==> config.mk <==
export PLATFORM = sky130hd
export DESIGN_NAME = ser_slot_seq
export DESIGN_NICKNAME = d
export VERILOG_FILES = /design/src/rtl/ser_seq_pkg.sv /design/src/rtl/slot_decode.sv /design/src/rtl/slot_locate.sv /design/src/rtl/seq_engine.sv /design/src/rtl/ser_out_stage.sv /design/src/rtl/ser_slot_seq.sv
export SDC_FILE = /design/constraint.sdc
export NUM_CORES = 1
export LEC_CHECK = 0
export ABC_AREA = 0
export BUFFER_PORTS_ARGS = -buffer_cell sky130_fd_sc_hd__buf_4
export CAP_MARGIN = 10
export CORE_MARGIN = 2
export CORE_UTILIZATION = 47
export CTS_CLUSTER_DIAMETER = 200
export CTS_CLUSTER_SIZE = 25
export DETAILED_ROUTE_END_ITERATION = 8
export PLACE_DENSITY = 0.74
export REMOVE_ABC_BUFFERS = 1
export SLEW_MARGIN = 5
export SYNTH_ARGS = -nofsm -noshare
export SYNTH_HDL_FRONTEND = slang
export SYNTH_SLANG_ARGS = --single-unit
==> constraint.sdc <==
create_clock -name clk_i -period 9.4 [get_ports clk_i]
set_input_delay 0.47 -clock clk_i [delete_from_list [all_inputs] [get_ports clk_i]]
set_output_delay 0.47 -clock clk_i [all_outputs]
set_load 0.01 [all_outputs]
==> src/rtl/ser_seq_pkg.sv <==
package ser_seq_pkg;
  localparam int unsigned SEQ_SLOTS    = 7;
  localparam int unsigned SEQ_SAMPLE_W = 32;
  localparam int unsigned SEQ_CFG_W    = 8;
  localparam int unsigned SEQ_DELAY_W  = 12;
  localparam int unsigned SEQ_WSTEP    = 4;

  typedef enum logic [1:0] {
    ENG_IDLE = 2'd0,
    ENG_WAIT = 2'd1,
    ENG_RUN  = 2'd2
  } eng_state_e;

  typedef enum logic [1:0] {
    SYNC_BEFORE = 2'd0,
    SYNC_FIRST  = 2'd1,
    SYNC_LAST   = 2'd2,
    SYNC_AFTER  = 2'd3
  } sync_pos_e;

  localparam logic [1:0] SRC_ZERO = 2'b00;
  localparam logic [1:0] SRC_I    = 2'b01;
  localparam logic [1:0] SRC_Q    = 2'b10;
endpackage

==> src/rtl/slot_decode.sv <==
module slot_decode #(
  parameter int unsigned SLOTS    = 7,
  parameter int unsigned SAMPLE_W = 32,
  parameter int unsigned CFG_W    = 8,
  parameter int unsigned WSTEP    = 4,
  parameter int unsigned LEN_W    = 6
) (
  input  logic [SLOTS*CFG_W-1:0]         cfg_i,
  output logic [SLOTS-1:0][LEN_W-1:0]    len_o,
  output logic [SLOTS-1:0][1:0]          src_o,
  output logic [SLOTS-1:0]               sync_en_o
);
  import ser_seq_pkg::*;

  localparam int unsigned FW = LEN_W + 4;

  for (genvar k = 0; k < SLOTS; k++) begin : g_slot
    logic [3:0]    code;
    logic [2:0]    sel;
    logic [FW-1:0] w_full;

    assign code = cfg_i[k*CFG_W+3 +: 4];
    assign sel  = cfg_i[k*CFG_W +: 3];
    assign sync_en_o[k] = cfg_i[k*CFG_W+7];

    assign w_full = (code == 4'd0) ? '0 : FW'(WSTEP) * (FW'(code) - FW'(1));
    assign len_o[k] = (w_full > FW'(SAMPLE_W)) ? LEN_W'(SAMPLE_W) : w_full[LEN_W-1:0];

    always_comb begin
      unique case (sel)
        3'd1:    src_o[k] = SRC_I;
        3'd2:    src_o[k] = SRC_Q;
        default: src_o[k] = SRC_ZERO;
      endcase
    end
  end
endmodule

==> src/rtl/slot_locate.sv <==
module slot_locate #(
  parameter int unsigned SLOTS    = 7,
  parameter int unsigned SAMPLE_W = 32,
  parameter int unsigned LEN_W    = 6,
  parameter int unsigned POS_W    = 8
) (
  input  logic [SLOTS-1:0][LEN_W-1:0] len_i,
  input  logic [SLOTS-1:0][1:0]       src_i,
  input  logic [SLOTS-1:0]            sync_en_i,
  input  logic [SAMPLE_W-1:0]         i_smp_i,
  input  logic [SAMPLE_W-1:0]         q_smp_i,
  input  logic                        run_i,
  input  logic [POS_W-1:0]            pos_i,
  output logic [POS_W-1:0]            total_o,
  output logic                        bit_o,
  output logic                        first_sync_o,
  output logic                        last_sync_o,
  output logic                        head_o
);
  import ser_seq_pkg::*;

  localparam int unsigned IDX_W = (SAMPLE_W > 1) ? $clog2(SAMPLE_W) : 1;

  logic [SLOTS:0][POS_W-1:0] off;
  logic [SLOTS-1:0]          hit, first, last, bitk;

  assign off[0] = '0;

  for (genvar k = 0; k < SLOTS; k++) begin : g_loc
    logic [POS_W-1:0]    rel;
    logic [IDX_W-1:0]    idx;
    logic [SAMPLE_W-1:0] smp;

    // running sum of widths gives each slot's start inside the frame
    assign off[k+1] = off[k] + POS_W'(len_i[k]);
    assign hit[k]   = run_i && (pos_i >= off[k]) && (pos_i < off[k+1]);
    assign rel      = pos_i - off[k];
    assign idx      = IDX_W'(SAMPLE_W - 1) - rel[IDX_W-1:0];
    assign smp      = (src_i[k] == SRC_I) ? i_smp_i :
                      (src_i[k] == SRC_Q) ? q_smp_i : '0;
    assign bitk[k]  = hit[k] & smp[idx];
    assign first[k] = hit[k] & (pos_i == off[k]);
    assign last[k]  = hit[k] & (pos_i == off[k+1] - POS_W'(1));
  end

  assign total_o      = off[SLOTS];
  assign bit_o        = |bitk;
  assign first_sync_o = |(first & sync_en_i);
  assign last_sync_o  = |(last & sync_en_i);
  assign head_o       = run_i && (pos_i == '0);
endmodule

==> src/rtl/seq_engine.sv <==
module seq_engine #(
  parameter int unsigned DELAY_W = 12,
  parameter int unsigned POS_W   = 8
) (
  input  logic               clk_i,
  input  logic               rst_ni,
  input  logic               start_i,
  input  logic [DELAY_W-1:0] delay_i,
  input  logic [POS_W-1:0]   total_i,
  output logic               run_o,
  output logic               busy_o,
  output logic [POS_W-1:0]   pos_o
);
  import ser_seq_pkg::*;

  eng_state_e         state_q;
  logic [DELAY_W-1:0] cnt_q;
  logic [POS_W-1:0]   pos_q;
  logic               at_end;

  assign at_end = ((POS_W+1)'(pos_q) + (POS_W+1)'(1)) >= (POS_W+1)'(total_i);

  always_ff @(posedge clk_i or negedge rst_ni) begin
    if (!rst_ni) begin
      state_q <= ENG_IDLE;
      cnt_q   <= '0;
      pos_q   <= '0;
    end else if (start_i) begin
      cnt_q   <= delay_i;
      pos_q   <= '0;
      state_q <= (delay_i == '0) ? ENG_RUN : ENG_WAIT;
    end else begin
      unique case (state_q)
        ENG_WAIT: begin
          cnt_q <= cnt_q - 1'b1;
          if (cnt_q == DELAY_W'(1)) state_q <= ENG_RUN;
        end
        ENG_RUN: begin
          if (at_end) begin
            state_q <= ENG_IDLE;
            pos_q   <= '0;
          end else begin
            pos_q <= pos_q + 1'b1;
          end
        end
        default: ;
      endcase
    end
  end

  assign run_o  = (state_q == ENG_RUN) && (pos_q < total_i);
  assign busy_o = (state_q != ENG_IDLE);
  assign pos_o  = pos_q;
endmodule

==> src/rtl/ser_out_stage.sv <==
module ser_out_stage (
  input  logic       clk_i,
  input  logic       rst_ni,
  input  logic       bit_i,
  input  logic       first_sync_i,
  input  logic       last_sync_i,
  input  logic       head_i,
  input  logic [1:0] route_i,
  input  logic [1:0] sync_pos_i,
  output logic       ser_pri_o,
  output logic       ser_sec_o,
  output logic       sync_o,
  output logic       frame_sync_o
);
  import ser_seq_pkg::*;

  logic d1_bit, d1_first, d1_last, d1_head, d2_last;
  logic sync_sel;

  // data leaves two clocks after the engine; taps around that give the sync positions
  always_comb begin
    unique case (sync_pos_e'(sync_pos_i))
      SYNC_BEFORE: sync_sel = first_sync_i;
      SYNC_FIRST:  sync_sel = d1_first;
      SYNC_LAST:   sync_sel = d1_last;
      default:     sync_sel = d2_last;
    endcase
  end

  always_ff @(posedge clk_i or negedge rst_ni) begin
    if (!rst_ni) begin
      d1_bit       <= 1'b0;
      d1_first     <= 1'b0;
      d1_last      <= 1'b0;
      d1_head      <= 1'b0;
      d2_last      <= 1'b0;
      ser_pri_o    <= 1'b0;
      ser_sec_o    <= 1'b0;
      sync_o       <= 1'b0;
      frame_sync_o <= 1'b0;
    end else begin
      d1_bit       <= bit_i;
      d1_first     <= first_sync_i;
      d1_last      <= last_sync_i;
      d1_head      <= head_i;
      d2_last      <= d1_last;
      ser_pri_o    <= d1_bit & route_i[0];
      ser_sec_o    <= d1_bit & route_i[1];
      sync_o       <= sync_sel & route_i[0];
      frame_sync_o <= d1_head & route_i[0];
    end
  end
endmodule

==> src/rtl/ser_slot_seq.sv <==
module ser_slot_seq
  import ser_seq_pkg::*;
#(
  parameter int unsigned SLOTS    = SEQ_SLOTS,
  parameter int unsigned SAMPLE_W = SEQ_SAMPLE_W,
  parameter int unsigned CFG_W    = SEQ_CFG_W,
  parameter int unsigned DELAY_W  = SEQ_DELAY_W,
  parameter int unsigned WSTEP    = SEQ_WSTEP
) (
  input  logic                     clk_i,
  input  logic                     rst_ni,
  input  logic                     start_i,
  input  logic [SAMPLE_W-1:0]      i_sample_i,
  input  logic [SAMPLE_W-1:0]      q_sample_i,
  input  logic [SLOTS*CFG_W-1:0]   slot_cfg_i,
  input  logic [DELAY_W-1:0]       delay_i,
  input  logic [1:0]               route_i,
  input  logic [1:0]               sync_pos_i,
  output logic                     ser_pri_o,
  output logic                     ser_sec_o,
  output logic                     sync_o,
  output logic                     frame_sync_o
);
  localparam int unsigned LEN_W = $clog2(SAMPLE_W + 1);
  localparam int unsigned POS_W = $clog2(SLOTS * SAMPLE_W + 1);

  logic [SAMPLE_W-1:0]       i_q, q_q;
  logic [SLOTS*CFG_W-1:0]    cfg_q;
  logic [SLOTS-1:0][LEN_W-1:0] len;
  logic [SLOTS-1:0][1:0]     src;
  logic [SLOTS-1:0]          sync_en;
  logic [POS_W-1:0]          total, pos;
  logic                      run, eng_busy;
  logic                      bit_w, first_sync, last_sync, head;

  always_ff @(posedge clk_i or negedge rst_ni) begin
    if (!rst_ni) begin
      i_q   <= '0;
      q_q   <= '0;
      cfg_q <= '0;
    end else if (start_i) begin
      i_q   <= i_sample_i;
      q_q   <= q_sample_i;
      cfg_q <= slot_cfg_i;
    end
  end

  slot_decode #(
    .SLOTS(SLOTS), .SAMPLE_W(SAMPLE_W), .CFG_W(CFG_W), .WSTEP(WSTEP), .LEN_W(LEN_W)
  ) u_decode (
    .cfg_i     (cfg_q),
    .len_o     (len),
    .src_o     (src),
    .sync_en_o (sync_en)
  );

  seq_engine #(.DELAY_W(DELAY_W), .POS_W(POS_W)) u_engine (
    .clk_i   (clk_i),
    .rst_ni  (rst_ni),
    .start_i (start_i),
    .delay_i (delay_i),
    .total_i (total),
    .run_o   (run),
    .busy_o  (eng_busy),
    .pos_o   (pos)
  );

  slot_locate #(
    .SLOTS(SLOTS), .SAMPLE_W(SAMPLE_W), .LEN_W(LEN_W), .POS_W(POS_W)
  ) u_locate (
    .len_i        (len),
    .src_i        (src),
    .sync_en_i    (sync_en),
    .i_smp_i      (i_q),
    .q_smp_i      (q_q),
    .run_i        (run),
    .pos_i        (pos),
    .total_o      (total),
    .bit_o        (bit_w),
    .first_sync_o (first_sync),
    .last_sync_o  (last_sync),
    .head_o       (head)
  );

  ser_out_stage u_out (
    .clk_i        (clk_i),
    .rst_ni       (rst_ni),
    .bit_i        (bit_w),
    .first_sync_i (first_sync),
    .last_sync_i  (last_sync),
    .head_i       (head),
    .route_i      (route_i),
    .sync_pos_i   (sync_pos_i),
    .ser_pri_o    (ser_pri_o),
    .ser_sec_o    (ser_sec_o),
    .sync_o       (sync_o),
    .frame_sync_o (frame_sync_o)
  );
endmodule

# --- After elaboration in Yosys (flattened, before gate mapping) ---
# Cells that the tools add are included.
op_classes:
  addsub: 36
  order_cmp: 29
  n_bitwise: 27
  n_reduce_logical: 33
  n_eq_ne: 48
  mux: 60
op_table:
  columns: ["operator", "count"]
  rows:
  - ["$mux W32", 14]
  - ["$eq A8 B8 Y1", 11]
  - ["$gt A10 B6 Y1 const B", 7]
  - ["$mux W10", 7]
  - ["$lt A5 B6 Y1 const B", 7]
  - ["$mux W6", 7]
  - ["$lt A8 B8 Y1", 5]
  - ["$sub A8 B1 Y8 const B", 5]
  - ["$bmux W1 S5", 7]
  - ["$sub A4 B1 Y5 const B", 7]
  - ["$sub A5 B5 Y5 const A", 7]
  - ["$add A8 B6 Y8", 4]
  - ["$ge A8 B8 Y1", 4]
  - ["$pmux W2 S2", 8]
  - ["$sub A5 B5 Y5", 6]
  - ["$logic_not A4 Y1", 7]
  - ["$and A1 B1 Y1", 25]
  - ["$mux W12", 2]
  - ["$mux W8", 3]
  - ["$eq A3 B1 Y1 const B", 7]
  - ["$eq A3 B2 Y1 const B", 7]
  - ["$reduce_or A7 Y1", 3]
  - ["$eq A2 B1 Y1 const B", 9]
  - ["$eq A2 B2 Y1 const B", 9]
  - ["28 further kinds", 55]
word_totals:
  output_inout_bits: 4
  word_cells: 248
  register_bits: 151
  in_bits: 139

# --- Depth between registers and ports, before layout ---
# Gate-level depths: netlist of the first run.
depth:
  word_depth: 19
  ltp_mapped: 33
  ltp_nobuf: 33

# --- By module ---
# Synthesis of the first run repeated with hierarchy kept, for this count alone.
hier_totals:
  cells_unflattened: 1760
  area_unflattened_um2: 16326.9
modules_own_cells:
  columns: ["module", "area_each_um2", "cells_each", "n_inst", "seq_area_each_um2"]
  rows:
  - ["slot_locate", 9222.6, 1196, 1, 0.0]
  - ["ser_slot_seq", 4488.1, 253, 1, 3002.9]
  - ["seq_engine", 1569.0, 184, 1, 550.5]
  - ["slot_decode", 774.5, 113, 1, 0.0]
  - ["ser_out_stage", 272.8, 14, 1, 225.2]

# --- Least setup slack after synthesis of the first run ---
# OpenSTA, ideal clock, no wires.
synth_path:
  kind: "reg2reg"
  startpoint: "reg cfg_q[5]"
  endpoint: "reg u_out.d1_last"
  required_time_ns: 9.271
  n_path_buf: 2
  period_less_slack_ns: 7.056
  stages_incl_launch_ff: 32
  setup_ns: 0.129
  arrival_time_ns: 6.927
  slack_ns: 2.344
  path_cell_list: "dfrtp_1 -> clkbuf_1 -> o21ai_0 -> or3b_2 -> inv_1 -> ha_1 -> fa_1 -> ha_1 -> a21o_1 -> a21oi_1 -> xnor2_1 -> ha_1 -> o21a_1 -> a21oi_1 -> ha_1 -> a21o_1 -> nand2_1 -> inv_1 -> ha_1 -> xnor2_1 -> ha_1 -> nor2b_1 -> o21bai_4 -> xnor2_4 -> ha_1 -> o211ai_1 -> and2_1 -> clkbuf_1 -> nand2_1 -> nor3_1 -> a32o_1 -> a2111o_1"
synth_via:
  elab_chain_len: 17
  elab_cells_between_ends: 62
  classes_between: "14 x add/sub; 14 x order compare; 7 x eq/ne; 2 x mux; 8 x bitwise; 17 x reduce/logical"
synth_lines:
  columns: ["item", "line_no", "rtl"]
  rows:
  - ["start: declaration", "ser_slot_seq.sv:28", "logic [SLOTS*CFG_W-1:0] cfg_q;"]
  - ["start signal: assignment", "ser_slot_seq.sv:44", "cfg_q <= slot_cfg_i;"]
  - ["$sub A4 B1 Y5 or $logic_not A4 Y1 (tied branches)", "slot_decode.sv:26", "assign w_full = (code == 4'd0) ? '0 : FW'(WSTEP) * (FW'(code) - FW'(1));"]
  - ["$mux W10 *", "slot_decode.sv:26", null]
  - ["$gt A10 B6 Y1", "slot_decode.sv:27", "assign len_o[k] = (w_full > FW'(SAMPLE_W)) ? LEN_W'(SAMPLE_W) : w_full[LEN_W-1:0];"]
  - ["$mux W6 *", "slot_decode.sv:27", null]
  - ["parallel branches: the longest is 11 deep, another holds $add A7 B6 Y8", null, null]
  - ["$and A7 B7 Y7 *", "slot_locate.sv:49", "assign last_sync_o = |(last & sync_en_i);"]
  - ["$reduce_or A7 Y1 *", "slot_locate.sv:49", null]
  - ["via last_sync", "ser_slot_seq.sv:34", "logic bit_w, first_sync, last_sync, head;"]
  - ["end signal: assignment", "ser_out_stage.sv:44", "d1_last <= last_sync_i;"]
  - ["end: declaration", "ser_out_stage.sv:17", "logic d1_bit, d1_first, d1_last, d1_head, d2_last;"]
# Mark *: on every way through the listed nets, which the timed path passes.
# A chain may end at the register's enable or synchronous reset.

# --- Worst setup path in the final report of the first run ---
layout_path:
  startpoint: "reg cfg_q[4]"
  endpoint: "reg u_out.sync_o"
layout_via:
  elab_chain_len: 19
  elab_cells_between_ends: 56
  classes_between: "7 x add/sub; 14 x order compare; 6 x eq/ne; 3 x mux; 9 x bitwise; 17 x reduce/logical"
layout_lines:
  columns: ["item", "line_no", "rtl"]
  rows:
  - ["$sub A4 B1 Y5 or $logic_not A4 Y1 (tied branches)", "slot_decode.sv:26", null]
  - ["$mux W10 *", "slot_decode.sv:26", null]
  - ["$gt A10 B6 Y1", "slot_decode.sv:27", null]
  - ["$mux W6 *", "slot_decode.sv:27", null]
  - ["$add A6 B6 Y7", "slot_locate.sv:35", "assign off[k+1] = off[k] + POS_W'(len_i[k]);"]
  - ["$add A7 B6 Y8", "slot_locate.sv:35", null]
  - ["$add A8 B6 Y8 (4 in a row)", "slot_locate.sv:35", null]
  - ["$lt A8 B8 Y1", "slot_locate.sv:36, seq_engine.sv:51", null]
  - ["$logic_and A1 B1 Y1", "seq_engine.sv:51", "assign run_o = (state_q == ENG_RUN) && (pos_q < total_i);"]
  - ["$logic_and A1 B1 Y1 (2 in a row)", "slot_locate.sv:36", "assign hit[k] = run_i && (pos_i >= off[k]) && (pos_i < off[k+1]);"]
  - ["$and A1 B1 Y1", "slot_locate.sv:42", "assign first[k] = hit[k] & (pos_i == off[k]);"]
  - ["$and A7 B7 Y7 *", "slot_locate.sv:48", "assign first_sync_o = |(first & sync_en_i);"]
  - ["$reduce_or A7 Y1 *", "slot_locate.sv:48", null]
  - ["via first_sync", "ser_slot_seq.sv:34", null]
  - ["$pmux W1 S3 *", "ser_out_stage.sv:22", "unique case (sync_pos_e'(sync_pos_i))"]
  - ["$and A1 B1 Y1 *", "ser_out_stage.sv:49", "sync_o <= sync_sel & route_i[0];"]
  - ["end signal: assignment", "ser_out_stage.sv:49", null]
  - ["end: declaration", "ser_out_stage.sv:12", "output logic sync_o,"]
# Mark *: on every way through the listed nets, which the timed path passes. The rest lies on a longest branch.

==> key figures, run 1 <==
CTS
  – Post-CTS setup buffer count: 0
  – Clock Tree Buf Depth: 2
  – Clk Latency, worst-skew pair: about 0.46 ns
  – Sink Count: around 150
  – Htree depth: 4
  – CTS Root Cell: clkbuf_16
  – CTS clk-pin slew, worst paths: roughly 0.08 ns
  – Hold Buf Count CTS: 0
  – Number of CTS-inserted buffers: 17
  – CTS-repair resized insts: 0
  – TritonCTS clock tree: done

Routing
  – DRT iter0 DRCs: 860
  – Vias: ~11,000
  – Final Routed Wirelength: between 30 and 40 mm
  – Pre-Repair DR Iteration Count: 5
  – Residual DRC: 0
  – Vias per cell: just over 6
  – WL/cell: a little over 20 um
  – Post-route ant nets: 0

Worst setup path
  – Reg2reg end: u_out.sync_o$_DFF_PN0_
  – Worst r2r src: cfg_q[4]$_DFFE_PN0P_
  – Startpoint types: flop
  – Slowest library cell on the worst path: o32ai_1
  – R2r setup slk: ~1.3 ns
  – Worst EP required: between 9 and 10 ns
  – WS Path Type: reg2reg
  – Max incr delay on CP: roughly 0.54 ns
  – Worst EP arrival: ~8.5 ns
  – R2R depth: 29
  – Crit end category: flop
  – Most frequent CP cell: ha_1
  – Crit-path max FO: 7

Pwr
  – Pwr dens: approximately 320 mW/mm2
  – Lkg Pwr: roughly 6.6 nW
  – Max IR drop VDD: ~0.00027 V

Timing
  – Worst hold slack: 0.0590 ns
  – Fin crit share: 86.1%
  – Hold Fails Final Rpt: 0
  – Least-Margin Pin Slew: roughly 1.0 ns
  – Slew HR: about 31%
  – Post-route setup TNS: 0 ns
  – Final Max Slew Viols: 0
  – Final setup violation count: 0
  – Clk_skew: between 0.02 and 0.025 ns
  – RSZ-0062 raised after global routing: no
  – Max Freq: approximately 0.12 GHz
  – Min Clock Period, post-route: roughly 8 ns

Die
  – Core Region: 0.0287 mm2
  – Io pins: around 140
  – # rows: slightly above 60
  – Chip height: about 170 um
  – Die width: between 150 and 200 um
  – Initial Util: ~48%
  – Full die area: between 0.03 and 0.04 mm2

Cells and area
  – Synth-to-layout area growth: 14.8%
  – Final #Nets: around 1,600
  – Register Area: roughly 0.0038 mm2
  – Ant diodes: 0
  – Layout cells sized above 1: around a third
  – # fillers: approximately 2,500
  – Most common cell after layout, fill and taps aside: buf_4
  – Non-Filler Instances: about 1,700
  – Area occupied by multi-input gates: 0.00955 mm2
  – Most frequent cells in the layout: 153 x buf_4, 150 x dfrtp_1, 129 x mux4_2

Place
  – Gpl congestion: 0.923
  – Port bufs: between 100 and 150
  – Dpl hpwl: 25.8 mm
  – Cells after DPL: between 1,500 and 2,000

Global routing
  – GRT Overall Usage: between 20% and 30%
  – Initial antenna violation count: 0
  – Vias in the first global route: 10,600
  – First-pass GRT wire length: between 50 and 60 mm
  – Total grt overflow: 0
  – Largest net degree at the start of global routing: 86

Yosys
  – Top_reg_cell synth: dfrtp_1
  – Top cells by area, synth: dfrtp_1 28%, mux4_2 21%, mux2_2 10%, ha_1 8.6%, xnor2_1 4.2%
  – Mapped Cells: roughly 1,200
  – EDFF count, synth: 0
  – Synth area leader: dfrtp_1
  – Post-synthesis sequential area ratio: approximately 28%
  – Synth top area share: around 28%
  – FFs w/ async S/R, synth: 100%
  – Yosys reg bits: 151
  – Netlist Area Pre-Place: around 0.014 mm2
  – Warnings from Yosys: 0
  – Synth Area per Inst: around 11 um2
  – Distinct cells, synth: between 70 and 80

Min path
  – Worst Hold Class: in2async

Status
  – Outcome: finished clean

Job
  – Max-Cap Viols: 0
-- cell type report --
type | count | area share [%]
inverter | 54 | 1.30
multi-input combinational | 930 | 60.6
clock buffer | 18 | 2.79
clock inverter | 14 | 0.881
timing repair buffer | 155 | 7.43
tap | 384 | 3.05
sequential | 151 | 24.0
-- flip-flops by register name (all words and copies together), names as in the netlist --
| signal | count |
|---|---|
| u_engine.pos_o | 8 |
| cfg_q | 56 |
| u_out.d1_bit | 1 |
| u_out.frame_sync_o | 1 |
| u_out.ser_sec_o | 1 |
| u_engine.state_q | 2 |
| u_out.d1_first | 1 |
| u_out.ser_pri_o | 1 |
| u_out.d1_last | 1 |
| q_q | 32 |
| i_q | 32 |
| u_out.sync_o | 1 |
| u_out.d1_head | 1 |
| u_out.d2_last | 1 |
| u_engine.cnt_q | 12 |
-- cells in the mapped netlist, types with 35 or more instances --
cell	number
dfrtp_1	151
mux4_2	129
mux2_2	123
ha_1	94
nand2_1	72
xnor2_1	66
nor2_1	55
inv_1	52
clkbuf_1	41
o21ai_0	40
xor2_1	37
a21oi_1	35
-- power breakdown --
| group | switching (W) | leakage (nW) | internal (W) | total (W) |
|---|---|---|---|---|
| Sequential | 0.000133 | 1.80 | 0.000717 | 0.000849 |
| Clock | 0.000307 | 0.270 | 0.000378 | 0.000685 |
| Combinational | 0.00182 | 4.49 | 0.00163 | 0.00345 |
| Total | 0.00226 | 6.57 | 0.00273 | 0.00498 |
-- logic make-up after synthesis --
| kind of cell | share of synthesized area (%) |
|---|---|
| AO/OA/AOI/OAI | 8.08 |
| buffers and inverters | 3.27 |
| flip-flops | 27.5 |
| AND/OR/NAND/NOR | 10.1 |
| XOR/XNOR | 7.90 |
| adder cells (fa/ha/maj) | 10.3 |
| multiplexers | 32.8 |
-- through the flow --
stage	power [W]	setup WS, ns	util (%)	cell area [um2]
floorplan	0.00349	2.49	-	13500
global placement	0.00414	1.90	52.9	15200
global route	0.00533	0.796	54.9	15800
finish	0.00498	1.31	54.9	15800
detailed placement	0.00422	1.45	52.9	15200
CTS	0.00493	1.42	54.9	15800
-- worst max-delay path by stage --
stage	startpoint	to	slack (ns)	cells past startpoint
global route	cfg_q[4]$_DFFE_PN0P_	u_out.sync_o$_DFF_PN0_	0.80	29
CTS	cfg_q[4]$_DFFE_PN0P_	u_out.sync_o$_DFF_PN0_	1.42	30
global placement	cfg_q[4]$_DFFE_PN0P_	u_out.sync_o$_DFF_PN0_	1.90	30
floorplan	cfg_q[5]$_DFFE_PN0P_	u_out.d1_bit$_DFF_PN0_	2.49	29
detailed placement	cfg_q[4]$_DFFE_PN0P_	u_out.sync_o$_DFF_PN0_	1.45	30
finish	cfg_q[4]$_DFFE_PN0P_	u_out.sync_o$_DFF_PN0_	1.31	29
-- critical path: cells and delay by family, from the launching register on --
kind / cells / cell delay (ns)
xor+xnor: 4 / 1.61
buf+inv: 3 / 0.36
flops: 1 / 0.44
simple gates: 5 / 0.95
compound gates: 10 / 2.30
fa+ha+maj: 7 / 2.35
-- layer usage --
metal	routed length [um]	vias up	GRT usage [%]
met5	0	-	0
met4	1470	0	11.6
met3	2300	93	4.40
met2	16700	457	37.9
met1	14300	5189	30.8
li1	-	4762	-
Note: power is estimated with default switching activity, not from simulation.
==> inputs of run 2 (changes only) <==
--- a/config.mk
+++ b/config.mk
@@ -8,14 +8,16 @@
 export ABC_AREA = 0
 export BUFFER_PORTS_ARGS = -buffer_cell sky130_fd_sc_hd__buf_4
 export CAP_MARGIN = 10
+export CELL_PAD_IN_SITES_DETAIL_PLACEMENT = 1
+export CELL_PAD_IN_SITES_GLOBAL_PLACEMENT = 1
 export CORE_MARGIN = 2
 export CORE_UTILIZATION = 47
 export CTS_CLUSTER_DIAMETER = 200
 export CTS_CLUSTER_SIZE = 25
 export DETAILED_ROUTE_END_ITERATION = 8
-export PLACE_DENSITY = 0.74
+export PLACE_DENSITY = 0.87
 export REMOVE_ABC_BUFFERS = 1
-export SLEW_MARGIN = 5
+export SLEW_MARGIN = 20
 export SYNTH_ARGS = -nofsm -noshare
 export SYNTH_HDL_FRONTEND = slang
 export SYNTH_SLANG_ARGS = --single-unit
==> run 2 against run 1 <==
Effect of this change:
- core utilization about the same
- combinational power increased by 6%
- sequential power decreased by 2%
- critical path type unchanged
- largest cell class unchanged
==> key figures, run 2 (synthesized netlist as in run 1, its figures left out) <==
Timing
  – Final Max Slew Viols: 0 (unchanged)
  – Hold Fails Final Rpt: 0 (unchanged)
  – Min Clock Period, post-route: 8.41 ns (+0.320 ns)
  – Final setup violation count: 0 (unchanged)
  – Max Freq: 0.119 GHz (-3.8%)
  – Least-Margin Pin Slew: 1.10 ns (+0.0638 ns)
  – Slew HR: 26.8% (-4.3 points)
  – Fin crit share: 89.5% (+3.4 points)
  – Worst hold slack: 0.0636 ns (+0.00466 ns)
  – Post-route setup TNS: 0 ns (unchanged)
  – Clk_skew: 0.0184 ns (-0.00325 ns)
  – RSZ-0062 raised after global routing: no

Routing
  – Pre-Repair DR Iteration Count: 7 (+2)
  – Residual DRC: 0 (unchanged)
  – Post-route ant nets: 0 (unchanged)
  – Final Routed Wirelength: 43.1 mm (+24%)
  – Vias: 10,900 (+4.1%)
  – WL/cell: 25.2 um (+24%)
  – Vias per cell: 6.40 (+4.0%)
  – DRT iter0 DRCs: 871 (+1.3%)

Worst setup path
  – Startpoint types: flop
  – WS Path Type: reg2reg
  – Worst r2r src: cfg_q[4]$_DFFE_PN0P_
  – Crit-path leading delay family: compound AO/OA/AOI/OAI gates
  – Critical Path Source: cfg_q[4]$_DFFE_PN0P_
  – Max incr delay on CP: 0.51 ns (-0.03 ns)
  – CP bufs+invs: 3 (unchanged)
  – Worst EP arrival: 8.80 ns (+0.32 ns)
  – Crit-path max FO: 7 (unchanged)
  – Worst EP required: 9.78 ns (about the same)
  – Most frequent CP cell: ha_1
  – Slowest library cell on the worst path: o32ai_1
  – Crit end category: flop

Min path
  – Worst Hold Class: in2async

Global routing
  – Routing usage on met2: 49.9% (+12 points)
  – Vias in the first global route: 12,300 (+16%)
  – Largest net degree at the start of global routing: 80 (-7.0%)
  – Total grt overflow: 0 (unchanged)
  – First-pass GRT wire length: 68.8 mm (+23%)
  – GRT Overall Usage: 29.2% (+5.6 points)
  – Met3 GRT Util: 5.72% (+1.3 points)
  – Met1 GRT Util: 34.5% (+3.7 points)
  – Top Usage Layer GRT: met2
  – Initial antenna violation count: 1 (+1)

Cells and area
  – Final Util: 55.0% (about the same)
  – Final #Nets: 1,556 (+0.13%)
  – Layout cells sized above 1: 35.1% (-0.10 points)
  – Largest Register: cfg_q
  – Final instance area: 0.0158 mm2 (about the same)
  – Largest regs: cfg_q: 56 flops, i_q: 32 flops, q_q: 32 flops
  – Most frequent cells in the layout: 155 x buf_4, 150 x dfrtp_1, 129 x mux4_2
  – # fillers: 3,016 (+22%)
  – Most common cell after layout, fill and taps aside: buf_4
  – Largest register FFs: 56 (unchanged)
  – Synth-to-layout area growth: 14.9% (about the same)

Place
  – Dpl hpwl: 31.7 mm (+23%)
  – Placed cell areas: 0.0152 mm2 (about the same)
  – Port bufs: 142 (unchanged)
  – Gpl congestion: 0.925 (+0.22%)

Pwr
  – Max IR drop VDD: 0.000250 V (-5.9%)
  – Lkg Pwr: 6.57 nW (unchanged)
  – Pwr dens: 327 mW/mm2 (+3.5%)

CTS
  – CTS Root Cell: clkbuf_16
  – Htree depth: 4 (unchanged)
  – Clock Tree Buf Depth: 2 (unchanged)
  – Number of CTS-inserted buffers: 17 (unchanged)
  – CTS clk-pin slew, worst paths: 0.08 ns (about the same)
  – TritonCTS clock tree: done
  – Clk Latency, worst-skew pair: 0.46 ns (about the same)
  – Sink Count: 151 (unchanged)
  – Post-CTS setup buffer count: 0 (unchanged)
  – Hold Buf Count CTS: 0 (unchanged)
  – CTS-repair resized insts: 0 (unchanged)

Die
  – Chip height: 175 um (unchanged)
  – Io pins: 143 (unchanged)
  – # rows: 62 (unchanged)
  – Initial Util: 47.8% (unchanged)
  – Core Region: 0.0287 mm2 (unchanged)
  – Full die area: 0.0306 mm2 (unchanged)
  – Die width: 175 um (unchanged)

Job
  – Max-Cap Viols: 0 (unchanged)

Status
  – Outcome: finished clean
[run 2: changes by cell type in the layout (fill, tap and decap cells not counted), moves of 2 or more]
cell	change
buf_4	+2
inv_8	-2
clkbuf_1	+2
inv_6	-4
[run 2: area by class of cell]
type                       instances  area, um2  area share (%)
tap                              384        480            3.05
multi-input combinational        930       9550            60.5
timing repair buffer             157       1190            7.52
sequential                       151       3780            24.0
inverter                          54        205            1.30
antenna                            1       2.50          0.0159
clock buffer                      20        447            2.83
clock inverter                    11        128           0.809
[run 2: power breakdown]
group          total (W)  internal, W  switching, W
combinational    0.00364      0.00165       0.00199
clock           0.000691     0.000396      0.000295
sequential      0.000835     0.000717      0.000118
[run 2: worst paths after layout]
check / endpoint / cells past startpoint / slack [ns]
setup / recovery: u_out.sync_o$_DFF_PN0_ / 30 / 0.99
hold / removal: q_q[22]$_DFFE_PN0P_ / 1 / 0.06
setup reg to reg: u_out.sync_o$_DFF_PN0_ / 30 / 0.99
hold reg to reg: u_out.d2_last$_DFF_PN0_ / 0 / 0.43
max in group asynchronous: cfg_q[19]$_DFFE_PN0P_ / 2 / 7.88
min in group clk_i: u_engine.cnt_q[10]$_DFFE_PN0P_ / 3 / 0.23
[run 2: metal layers]
layer | part of all wire (%) | routed length [um] | vias to the layer above
met1 | 38 | 16300 | 5542
li1 | - | - | 4750
met4 | 5.5 | 2390 | 0
met2 | 51 | 21800 | 486
met3 | 6.0 | 2610 | 153
met5 | 0 | 0 | -
[run 2: through the flow]
step | setup WS (ns) | instances | total power [W]
3_5_place_dp | 1.30 | 1676 | 0.00436
3_3_place_gp | 1.88 | 1676 | 0.00416
4_1_cts | 1.08 | 1707 | 0.00514
6_report | 0.987 | 1708 | 0.00516
2_1_floorplan | 2.49 | 1135 | 0.00349
5_1_grt | 0.496 | 1707 | 0.00551
==> inputs of run 3 (changes only) <==
--- a/config.mk
+++ b/config.mk
@@ -15,7 +15,7 @@
 export CTS_CLUSTER_DIAMETER = 200
 export CTS_CLUSTER_SIZE = 25
 export DETAILED_ROUTE_END_ITERATION = 8
-export PLACE_DENSITY = 0.87
+export PLACE_DENSITY_LB_ADDON = 0.1
 export REMOVE_ABC_BUFFERS = 1
 export SLEW_MARGIN = 20
 export SYNTH_ARGS = -nofsm -noshare
==> run 3 against run 2 <==
Effect of this change:
- setup slack better by 0.32 ns
- maximum frequency is 3.9% higher
- sequential cell count stayed put
- combinational power is 3% lower
- cell area hardly changed
- power is 1.3% lower
- die area stayed put
- critical path type unchanged
- worst hold slack worse by 0.0081 ns
- clock power is 3.6% higher
==> key figures, run 3 (synthesized netlist as in run 1, its figures left out) <==
Cells and area
  – Final #Nets: 1,552 (-0.26%)
  – Final Util: 55.0% (about the same)
  – Largest regs: cfg_q: 56 flops, i_q: 32 flops, q_q: 32 flops
  – Non-Filler Instances: 1,704 (-0.23%)
  – Synth-to-layout area growth: 15.0% (about the same)
  – Ant diodes: 0 (-1)
  – Largest Register: cfg_q
  – Layout cells sized above 1: 35.0% (-0.072 points)
  – # fillers: 3,055 (+1.3%)
  – Register Area: 0.00378 mm2 (unchanged)
  – Area occupied by multi-input gates: 0.00957 mm2 (+0.20%)
  – Most frequent cells in the layout: 150 x dfrtp_1, 150 x buf_4, 129 x mux4_2
  – Largest register FFs: 56 (unchanged)

Worst setup path
  – Crit-path max FO: 7 (unchanged)
  – WP depth: 30 (unchanged)
  – Max incr delay on CP: 0.55 ns (+0.04 ns)
  – Most frequent CP cell: ha_1
  – Startpoint types: flop
  – Slowest library cell on the worst path: o32ai_1
  – R2R depth: 30 (unchanged)
  – Crit end category: flop
  – Worst EP arrival: 8.48 ns (-0.32 ns)
  – Crit-path leading delay family: compound AO/OA/AOI/OAI gates
  – Worst EP required: 9.79 ns (about the same)
  – CP bufs+invs: 3 (unchanged)
  – WS Path Type: reg2reg

Global routing
  – Initial antenna violation count: 1 (unchanged)
  – Top Usage Layer GRT: met2
  – Routing usage on met2: 46.6% (-3.3 points)
  – Vias in the first global route: 11,200 (-8.9%)
  – First-pass GRT wire length: 63.6 mm (-7.6%)
  – Met1 GRT Util: 34.7% (+0.13 points)
  – Largest net degree at the start of global routing: 86 (+7.5%)
  – Total grt overflow: 0 (unchanged)
  – Met3 GRT Util: 4.57% (-1.2 points)
  – GRT Overall Usage: 27.0% (-2.2 points)

Place
  – Port bufs: 142 (unchanged)
  – Gpl congestion: 0.876 (-5.3%)
  – Cells after DPL: 1,671 (-0.30%)
  – Dpl hpwl: 29.5 mm (-6.9%)

Pwr
  – Combinational power share: 69.2% (-1.3 points)
  – Lkg Pwr: 6.59 nW (+0.32%)
  – Clock network fraction of total power: 14.0% (+0.6 points)
  – Switching share of total power: 46.0% (-0.51 points)
  – Sw Pwr: 0.00234 W (-2.3%)
  – Pwr dens: 323 mW/mm2 (-1.3%)
  – Internal: 0.00276 W (-0.32%)
  – Max IR drop VDD: 0.000267 V (+6.7%)
  – Sequential power share: 16.8% (+0.6 points)

CTS
  – Clk Latency, worst-skew pair: 0.46 ns (about the same)
  – CTS-repair resized insts: 0 (unchanged)
  – CTS Root Cell: clkbuf_16
  – Post-CTS setup buffer count: 0 (unchanged)
  – Sink Count: 151 (unchanged)
  – Hold Buf Count CTS: 0 (unchanged)
  – Htree depth: 4 (unchanged)
  – CTS clk-pin slew, worst paths: 0.08 ns (about the same)
  – Number of CTS-inserted buffers: 17 (unchanged)
  – Clock Tree Buf Depth: 2 (unchanged)
  – TritonCTS clock tree: done

Timing
  – Min Clock Period, post-route: 8.09 ns (-0.320 ns)
  – Final Max Slew Viols: 0 (unchanged)
  – Hold Fails Final Rpt: 0 (unchanged)
  – Fin crit share: 86.1% (-3.4 points)
  – Clk_skew: 0.0139 ns (-0.00447 ns)
  – RSZ-0062 raised after global routing: no
  – Post-route setup TNS: 0 ns (unchanged)
  – Max Freq: 0.124 GHz (+3.9%)
  – Final setup violation count: 0 (unchanged)
  – Slew HR: 28.7% (+1.8 points)
  – Worst hold slack: 0.0555 ns (-0.00815 ns)
  – Least-Margin Pin Slew: 1.07 ns (-0.0271 ns)

Routing
  – Vias: 10,500 (-4.3%)
  – DRT iter0 DRCs: 590 (-32%)
  – WL/cell: 23.3 um (-7.5%)
  – Final Routed Wirelength: 39.8 mm (-7.7%)
  – Post-route ant nets: 0 (unchanged)
  – Vias per cell: 6.14 (-4.0%)
  – Residual DRC: 0 (unchanged)
  – Pre-Repair DR Iteration Count: 5 (-2)

Die
  – Io pins: 143 (unchanged)
  – Initial Util: 47.8% (unchanged)
  – # rows: 62 (unchanged)
  – Full die area: 0.0306 mm2 (unchanged)
  – Core Region: 0.0287 mm2 (unchanged)
  – Die width: 175 um (unchanged)
  – Chip height: 175 um (unchanged)

Job
  – Max-Cap Viols: 0 (unchanged)

Status
  – Outcome: finished clean

Min path
  – Worst Hold Class: in2async
run 3: changes by cell type in the layout (fill, tap and decap cells not counted), moves of 3 or more:
cell,delta
inv_6,+3
nor3b_2,-3
buf_4,-5
nor3b_4,+3
clkinvlp_4,-5
inv_8,+3
run 3: final timing paths:
| check | startpoint | to | slack [ns] |
|---|---|---|---|
| hold reg to reg | u_out.d1_last$_DFF_PN0_ | u_out.d2_last$_DFF_PN0_ | 0.45 |
| hold / removal | rst_ni | cfg_q[47]$_DFFE_PN0P_ | 0.06 |
| setup / recovery | cfg_q[4]$_DFFE_PN0P_ | u_out.sync_o$_DFF_PN0_ | 1.31 |
| setup reg to reg | cfg_q[4]$_DFFE_PN0P_ | u_out.sync_o$_DFF_PN0_ | 1.31 |
| min in group clk_i | delay_i[2] | u_engine.cnt_q[2]$_DFFE_PN0P_ | 0.23 |
| max in group asynchronous | rst_ni | u_engine.pos_o[0]$_DFFE_PN0N_ | 7.81 |
run 3: power by group through the flow:
| stage | logic, W | registers (W) | clock network (W) |
|---|---|---|---|
| 2_1_floorplan | 0.00264 | 0.000846 | 0 |
| 3_3_place_gp | 0.00341 | 0.000857 | 0 |
| 3_5_place_dp | 0.00349 | 0.000868 | 0 |
| 4_1_cts | 0.00352 | 0.000857 | 0.000733 |
| 5_1_grt | 0.00385 | 0.000876 | 0.000756 |
| 6_report | 0.00353 | 0.000857 | 0.000716 |
run 3: per-layer routing:
layer | vias up | share of wire [%]
met2 | 299 | 52
li1 | 4738 | -
met4 | 0 | 2.4
met5 | - | 0
met3 | 60 | 4.9
met1 | 5368 | 41
run 3: stage by stage:
stage | power [W] | worst slack, ns | area, um2
floorplan | 0.00349 | 2.49 | 13500
global placement | 0.00427 | 1.82 | 15200
detailed placement | 0.00436 | 1.35 | 15200
CTS | 0.00511 | 1.28 | 15800
global route | 0.00548 | 0.590 | 15800
finish | 0.00510 | 1.31 | 15800
run 3: cell type report:
class | instances | share of cell area (%)
inverters | 54 | 1.30
repair buffers | 153 | 7.37
clock buffers | 18 | 2.72
multi-input cells | 930 | 60.6
flip-flops and latches | 151 | 24.0
well taps | 384 | 3.04
clock inverters | 14 | 1.04
